`src/rtl/asp_pkg.sv`:
```
package asp_pkg;

   typedef enum logic [1:0] {
      FMT_I2S   = 2'd0,
      FMT_LEFT  = 2'd1,
      FMT_RIGHT = 2'd2,
      FMT_ALT   = 2'd3
   } fmt_e;

endpackage

```
`src/rtl/asp_sync.sv`:
```
module asp_sync #(
   parameter int N      = 3,
   parameter int STAGES = 2
) (
   input  logic         clk,
   input  logic         rst_n,
   input  logic [N-1:0] d_i,
   output logic [N-1:0] q_o
);

   logic [N-1:0] chain [STAGES];

   initial begin
      assert (STAGES >= 2) else $error("asp_sync: STAGES must be at least 2");
   end

   always_ff @(posedge clk or negedge rst_n) begin
      if (!rst_n) chain[0] <= '0;
      else        chain[0] <= d_i;
   end

   for (genvar g = 1; g < STAGES; g++) begin : g_stage
      always_ff @(posedge clk or negedge rst_n) begin
         if (!rst_n) chain[g] <= '0;
         else        chain[g] <= chain[g-1];
      end
   end

   assign q_o = chain[STAGES-1];

endmodule

```
`src/rtl/asp_rx.sv`:
```
module asp_rx
   import asp_pkg::*;
#(
   parameter int SAMPLE_W = 24,
   parameter int SLOT_W   = 6
) (
   input  logic                clk,
   input  logic                rst_n,
   input  logic                rise_i,
   input  logic                ws_i,
   input  logic                sd_i,
   input  fmt_e                fmt_i,
   input  logic [SLOT_W-1:0]   wlen_i,
   output logic [SAMPLE_W-1:0] left_o,
   output logic [SAMPLE_W-1:0] right_o,
   output logic                valid_o
);

   logic                ws_q, seen_q, left_ok_q;
   logic [SLOT_W-1:0]   slot_q, nslot, start;
   logic [SAMPLE_W-1:0] shreg_q, left_hold_q, mask, word;
   logic [SLOT_W:0]     win_end;
   logic                chg, in_win;

   function automatic logic [SLOT_W-1:0] sat_inc(input logic [SLOT_W-1:0] v);
      return (v == '1) ? v : v + 1'b1;
   endfunction

   always_comb begin
      chg     = (ws_i != ws_q);
      nslot   = chg ? '0 : sat_inc(slot_q);
      start   = (fmt_i == FMT_LEFT || fmt_i == FMT_RIGHT) ? '0 : SLOT_W'(1);
      win_end = {1'b0, start} + {1'b0, wlen_i};
      if (fmt_i == FMT_RIGHT) in_win = 1'b1;
      else                    in_win = (nslot >= start) && ({1'b0, nslot} < win_end);
      for (int i = 0; i < SAMPLE_W; i++) mask[i] = (SLOT_W'(i) < wlen_i);
      word = shreg_q & mask;
   end

   always_ff @(posedge clk or negedge rst_n) begin
      if (!rst_n) begin
         ws_q        <= 1'b0;
         seen_q      <= 1'b0;
         left_ok_q   <= 1'b0;
         slot_q      <= '0;
         shreg_q     <= '0;
         left_hold_q <= '0;
         left_o      <= '0;
         right_o     <= '0;
         valid_o     <= 1'b0;
      end else begin
         valid_o <= 1'b0;
         if (rise_i) begin
            ws_q   <= ws_i;
            slot_q <= nslot;
            seen_q <= seen_q | chg;
            if (chg)         shreg_q <= in_win ? {{(SAMPLE_W-1){1'b0}}, sd_i} : '0;
            else if (in_win) shreg_q <= {shreg_q[SAMPLE_W-2:0], sd_i};
            if (chg && seen_q) begin
               if (!ws_q) begin
                  left_hold_q <= word;
                  left_ok_q   <= 1'b1;
               end else begin
                  left_ok_q <= 1'b0;
                  if (left_ok_q) begin
                     left_o  <= left_hold_q;
                     right_o <= word;
                     valid_o <= 1'b1;
                  end
               end
            end
         end
      end
   end

   // the strobe never lasts more than one clock
   p_valid_pulse_r6: assert property (@(posedge clk) disable iff (!rst_n)
      valid_o |=> !valid_o);

   // outputs hold between strobes
   p_out_hold_r6: assert property (@(posedge clk) disable iff (!rst_n)
      !valid_o |-> ($stable(left_o) && $stable(right_o)));

   // no bits above the programmed width reach the outputs
   p_width_clean_r5: assert property (@(posedge clk) disable iff (!rst_n)
      valid_o |-> (((left_o | right_o) & ~mask) == '0));

endmodule

```
`src/rtl/asp_tx.sv`:
```
module asp_tx
   import asp_pkg::*;
#(
   parameter int SAMPLE_W = 24,
   parameter int SLOT_W   = 6
) (
   input  logic                clk,
   input  logic                rst_n,
   input  logic                fall_i,
   input  logic                ws_i,
   input  fmt_e                fmt_i,
   input  logic [SLOT_W-1:0]   wlen_i,
   input  logic [SAMPLE_W-1:0] tx_left_i,
   input  logic [SAMPLE_W-1:0] tx_right_i,
   output logic                sd_o
);

   logic                ws_q;
   logic [SLOT_W-1:0]   slot_q, len_q, nslot, lenx, start, off, idx;
   logic [SLOT_W:0]     win_end;
   logic [SAMPLE_W-1:0] hold_l_q, hold_r_q, smp, shifted;
   logic                chg, in_win;

   function automatic logic [SLOT_W-1:0] sat_inc(input logic [SLOT_W-1:0] v);
      return (v == '1) ? v : v + 1'b1;
   endfunction

   always_comb begin
      chg   = (ws_i != ws_q);
      nslot = chg ? '0 : sat_inc(slot_q);
      lenx  = chg ? sat_inc(slot_q) : len_q;
      case (fmt_i)
         FMT_LEFT:  start = '0;
         FMT_RIGHT: start = (lenx >= wlen_i) ? lenx - wlen_i : '0;
         default:   start = SLOT_W'(1);
      endcase
      win_end = {1'b0, start} + {1'b0, wlen_i};
      in_win  = (nslot >= start) && ({1'b0, nslot} < win_end);
      off     = nslot - start;
      idx     = wlen_i - 1'b1 - off;
      if (chg && !ws_i) smp = tx_left_i;
      else if (ws_i)    smp = hold_r_q;
      else              smp = hold_l_q;
      shifted = smp >> idx;
   end

   always_ff @(posedge clk or negedge rst_n) begin
      if (!rst_n) begin
         ws_q     <= 1'b0;
         slot_q   <= '0;
         len_q    <= '0;
         hold_l_q <= '0;
         hold_r_q <= '0;
         sd_o     <= 1'b0;
      end else if (fall_i) begin
         ws_q   <= ws_i;
         slot_q <= nslot;
         if (chg) len_q <= lenx;
         if (chg && !ws_i) begin
            hold_l_q <= tx_left_i;
            hold_r_q <= tx_right_i;
         end
         sd_o <= in_win & shifted[0];
      end
   end

   // the line moves only on a sampled falling edge
   p_tx_on_fall_r8: assert property (@(posedge clk) disable iff (!rst_n)
      !fall_i |=> $stable(sd_o));

endmodule

```
`src/rtl/audio_serial_slave.sv`:
```
module audio_serial_slave
   import asp_pkg::*;
#(
   parameter int WIDTH_A     = 16,
   parameter int WIDTH_B     = 20,
   parameter int WIDTH_C     = 24,
   parameter int SLOT_W      = 6,
   parameter int SYNC_STAGES = 2
) (
   input  logic               clk,
   input  logic               rst_n,
   input  logic               bclk_i,
   input  logic               lrck_i,
   input  logic               sdata_i,
   input  logic [1:0]         fmt_i,
   input  logic [1:0]         wsize_i,
   input  logic [WIDTH_C-1:0] tx_left_i,
   input  logic [WIDTH_C-1:0] tx_right_i,
   output logic               sdata_o,
   output logic [WIDTH_C-1:0] rx_left_o,
   output logic [WIDTH_C-1:0] rx_right_o,
   output logic               rx_valid_o
);

   localparam int SAMPLE_W = WIDTH_C;

   initial begin
      assert (WIDTH_A > 1 && WIDTH_A < WIDTH_B && WIDTH_B < WIDTH_C)
         else $error("audio_serial_slave: widths must be increasing");
      assert ((2 ** SLOT_W) > WIDTH_C + 1)
         else $error("audio_serial_slave: SLOT_W too small for widest sample");
   end

   logic [2:0]        sync_q;
   logic              bclk_s, ws_s, sd_s, bclk_d, rise, fall;
   logic [SLOT_W-1:0] wlen;
   fmt_e              fmt;

   asp_sync #(.N(3), .STAGES(SYNC_STAGES)) u_sync (
      .clk   (clk),
      .rst_n (rst_n),
      .d_i   ({bclk_i, lrck_i, sdata_i}),
      .q_o   (sync_q)
   );

   assign {bclk_s, ws_s, sd_s} = sync_q;

   always_ff @(posedge clk or negedge rst_n) begin
      if (!rst_n) bclk_d <= 1'b0;
      else        bclk_d <= bclk_s;
   end

   assign rise = bclk_s & ~bclk_d;
   assign fall = ~bclk_s & bclk_d;
   assign fmt  = fmt_e'(fmt_i);

   always_comb begin
      case (wsize_i)
         2'd0:    wlen = SLOT_W'(WIDTH_A);
         2'd1:    wlen = SLOT_W'(WIDTH_B);
         default: wlen = SLOT_W'(WIDTH_C);
      endcase
   end

   asp_rx #(.SAMPLE_W(SAMPLE_W), .SLOT_W(SLOT_W)) u_rx (
      .clk     (clk),
      .rst_n   (rst_n),
      .rise_i  (rise),
      .ws_i    (ws_s),
      .sd_i    (sd_s),
      .fmt_i   (fmt),
      .wlen_i  (wlen),
      .left_o  (rx_left_o),
      .right_o (rx_right_o),
      .valid_o (rx_valid_o)
   );

   asp_tx #(.SAMPLE_W(SAMPLE_W), .SLOT_W(SLOT_W)) u_tx (
      .clk        (clk),
      .rst_n      (rst_n),
      .fall_i     (fall),
      .ws_i       (ws_s),
      .fmt_i      (fmt),
      .wlen_i     (wlen),
      .tx_left_i  (tx_left_i),
      .tx_right_i (tx_right_i),
      .sd_o       (sdata_o)
   );

endmodule

```
`config.mk`:
```
export PLATFORM = sky130hd
export DESIGN_NAME = audio_serial_slave
export DESIGN_NICKNAME = d
export VERILOG_FILES = /design/src/rtl/asp_pkg.sv /design/src/rtl/asp_sync.sv /design/src/rtl/asp_rx.sv /design/src/rtl/asp_tx.sv /design/src/rtl/audio_serial_slave.sv
export SDC_FILE = /design/constraint.sdc
export NUM_CORES = 1
export LEC_CHECK = 0
export ABC_CLOCK_PERIOD_IN_PS = 13700
export CAP_MARGIN = 40
export CORE_ASPECT_RATIO = 0.9
export CORE_MARGIN = 5
export CORE_UTILIZATION = 55
export CTS_CLUSTER_SIZE = 10
export DETAILED_ROUTE_END_ITERATION = 8
export PLACE_DENSITY_LB_ADDON = 0.05
export SLEW_MARGIN = 20
export SYNTH_ARGS = -nofsm -noshare
export SYNTH_HDL_FRONTEND = slang
export SYNTH_SLANG_ARGS = --single-unit
```
`constraint.sdc`:
```
create_clock -name clk -period 13.7 [get_ports clk]
set_clock_uncertainty 0.2 [all_clocks]
set_input_delay 2.74 -clock clk [delete_from_list [all_inputs] [get_ports clk]]
set_output_delay 2.74 -clock clk [all_outputs]
set_load 0.01 [all_outputs]
```
==> flow_summary_export.csv <==
group,metric,value,unit
synthesis,synth_area_per_cell,11.3,um^2
synthesis,syn_nets,824,
synthesis,synth-async-reset-ratio,100,%
hold_path,hold_end,"u_sync.q_o[0]",
synthesis,ys_ff_latch,175,
floorplan,start_util,56.2,%
floorplan,die_w,139,um
cts,cts.sinks,175,
setup_path,arrival,7.58,ns
power,ir_drop,0.000127,V
cts,clock_latency,0.43,ns
detailed_routing,drtIter0Drc,269,
cells_and_area,drive_above_1_share,15.0,%
timing,setup_viol,0,
detailed_routing,via_per_inst,5.59,
setup_path,cp.required,13.81,ns
detailed_routing,first_pass_iters,6,
place,place.gp.congestion,0.876,
hold_path,hold_path_depth,0,
global_route,grt_max_degree,92,
synthesis,yosysWarnings,0,
timing,hold_viol,0,
cells_and_area,seq_area,4380,um^2
synthesis,ys.flop_type,"dfrtp_1",
cells_and_area,area.growth.synth_to_final,23.1,%
synthesis,synthDistinctLibCells,54,
floorplan,pin_count,107,
floorplan,coreArea,14700,um^2
place,placement.io_buffers,106,
cells_and_area,final_common_cell,"nand2_1",
floorplan,die_y,126,um
setup_path,r2r_end,"u_tx.sd_o",
timing,setup-tns-final,0,ns
synthesis,synth-edff-count,0,
cts,cts_buffers,17,
cts,root_buffer,"clkbuf_16",
global_route,antenna_found_initial,1,
timing,final-max-slew-violation-count,0,
global_route,grt_overflow,0,
place,postPlaceCellArea,9490,um^2
synthesis,syn_area,8270,um^2
synthesis,syn-instance-count,733,
setup_path,critical_path_class,"in2reg",
cells_and_area,antenna_cells,0,
setup_path,worstPathMaxFanout,13,
synthesis,ys_seq_area_share,53.0,%
cts,cts_setup_buffers,0,
floorplan,die_area,17600,um^2
setup_path,r2r-start,"u_sync.q_o[1]",
timing,period_share,54.5,%
cells_and_area,multi_input_area,3630,um^2
setup_path,r2r_slack,7.70,ns
cts,ctsResizeCount,0,
floorplan,std_cell_rows,42,
cts,cts_hold_buf,0,
cts,cts.clk_slew.worst_paths,0.07,ns
setup_path,end_kind,"register",
global_route,track_usage,21.6,%
run_status,status,"complete, no violations",
detailed_routing,routedWlPerCell,17.3,um
hold_path,worstHoldStart,"u_sync.chain[3]",
cts,h-tree-depth,4,
run,drv_cap,0,
setup_path,startpoint_type,"input port",
timing,rsz0062_at_grt,"false",
timing,max_freq,0.134,GHz
timing,period_needed,7.47,ns
detailed_routing,vias,5825,
detailed_routing,ant_nets,0,
hold_path,hold_class,"reg2reg",
cells_and_area,fillers,1097,
detailed_routing,drc,0,
setup_path,reg2reg_depth,20,
timing,maxSlewHeadroom,41.4,%
cells_and_area,final_cell_mix,"nand2_1 (184), dfrtp_1 (175), clkdlybuf4s50_1 (105)",
place,dp.final_hpwl,12500,um
cells_and_area,stdcell_area,10200,um^2
cells_and_area,nets,922,
global_route,grt_pass1_wl,30900,um
global_route,grt_pass1_vias,6104,
timing,worstMarginPinSlew,0.879,ns
power,powerDensity,150,nW/um^2
cts,cts_tree,"done",
power,power_leakage,4.77,nW
cts,cts_buffer_depth,2,
setup_path,cp-startpoint,"wsize_i[1]",
detailed_routing,wl,18000,um
layout make-up:
cell class / instances / area share (%)
flip-flops and latches: 175 / 43.0
inverters: 23 / 0.848
well taps: 198 / 2.43
repair buffers: 117 / 11.9
multi-input cells: 497 / 35.7
clock buffers: 17 / 4.18
clock inverters: 15 / 1.92
cells by family after synthesis:
| group | Yosys count | share of synthesized area (%) |
|---|---|---|
| XOR/XNOR | 12 | 1.36 |
| AO/OA/AOI/OAI | 120 | 9.83 |
| flip-flops | 175 | 53.0 |
| AND/OR/NAND/NOR | 239 | 12.2 |
| adder cells (fa/ha/maj) | 34 | 5.60 |
| multiplexers | 92 | 14.9 |
| buffers and inverters | 61 | 3.10 |
report_power, final:
part / total [W] / internal (W) / switching, W
combinational: 0.000369 / 0.000206 / 0.000163
sequential: 0.000665 / 0.000607 / 0.0000583
clock: 0.000496 / 0.000264 / 0.000231
layer usage:
metal	share of wire, %	global-route usage [%]	vias to the layer above	wire [um]
met3	4.9	5.27	28	882
li1	-	-	2737	-
met5	0.039	0	-	7
met1	47	31.3	2905	8360
met4	1.6	5.98	2	284
met2	47	32.9	153	8450
synth_stat cells, drive strengths merged, types with 3 or more instances:
library cell / n / area share [%]
nand2: 184 / 8.4
and3: 5 / 0.38
nor2b: 5 / 0.38
o21a: 3 / 0.27
a21oi: 11 / 0.67
nor2: 9 / 0.41
mux2i: 4 / 0.48
a311oi: 3 / 0.32
ha: 29 / 4.4
nand2b: 6 / 0.45
a22o: 23 / 2.4
a211oi: 3 / 0.33
o31ai: 3 / 0.33
clkbuf: 28 / 1.3
dfrtp: 175 / 53
fa: 5 / 1.2
a31oi: 3 / 0.23
inv: 23 / 1.0
buf: 10 / 0.79
mux2: 70 / 9.5
and2: 4 / 0.30
xnor2: 7 / 0.74
o211ai: 6 / 0.54
a21o: 8 / 0.73
nand3: 9 / 0.61
xor2: 5 / 0.62
o21ai: 46 / 2.8
mux4: 18 / 4.9
or2: 7 / 0.53
critical path: stages:
cell and delay, ns:
clkdlybuf4s50_1 0.80, nor2b_1 0.21, ha_1 0.27, fa_1 0.41, o21ai_1 0.27, o21bai_1 0.15, or2_1 0.25, inv_1 0.10
fa_1 0.49, fa_1 0.78, mux4_2 0.35, nand2_1 0.07, o21ai_0 0.08, a21oi_1 0.17, o211ai_1 0.11, o211ai_1 0.23
o31ai_2 0.09
through the flow:
stage	utilization [%]	hold WS (ns)	setup WS (ns)	power, W	instances
after floorplan	-	0.131	6.80	0.000892	733
after global placement	64.2	0.134	5.97	0.00102	1004
after detailed placement	64.5	0.137	5.80	0.00104	1006
after CTS	68.7	0.154	6.21	0.00154	1038
after global routing	69.2	0.160	5.82	0.00162	1042
final	69.2	0.154	6.23	0.00153	1042
how the worst max path moves through the flow:
| stage | cells past startpoint | slack [ns] | endpoint |
|---|---|---|---|
| 2_1_floorplan | 18 | 6.80 | u_tx.sd_o |
| 3_3_place_gp | 17 | 5.97 | u_tx.sd_o |
| 3_5_place_dp | 17 | 5.80 | u_tx.sd_o |
| 4_1_cts | 17 | 6.21 | u_tx.sd_o |
| 5_1_grt | 18 | 5.82 | u_tx.sd_o |
| 6_report | 17 | 6.23 | u_tx.sd_o |
state kept, by name, summed over array words and instances (netlist names):
register / flops
bclk_d: 1
u_rx.left_hold_q: 24
u_rx.left_o: 24
u_rx.left_ok_q: 1
u_rx.right_o: 24
u_rx.seen_q: 1
u_rx.shreg_q: 24
u_rx.slot_q: 6
u_rx.valid_o: 1
u_rx.ws_q: 1
u_sync.chain: 3
u_sync.q_o: 3
u_tx.hold_l_q: 24
u_tx.hold_r_q: 24
u_tx.len_q: 6
u_tx.sd_o: 1
u_tx.slot_q: 6
u_tx.ws_q: 1
(Power assumes the default switching activity.)
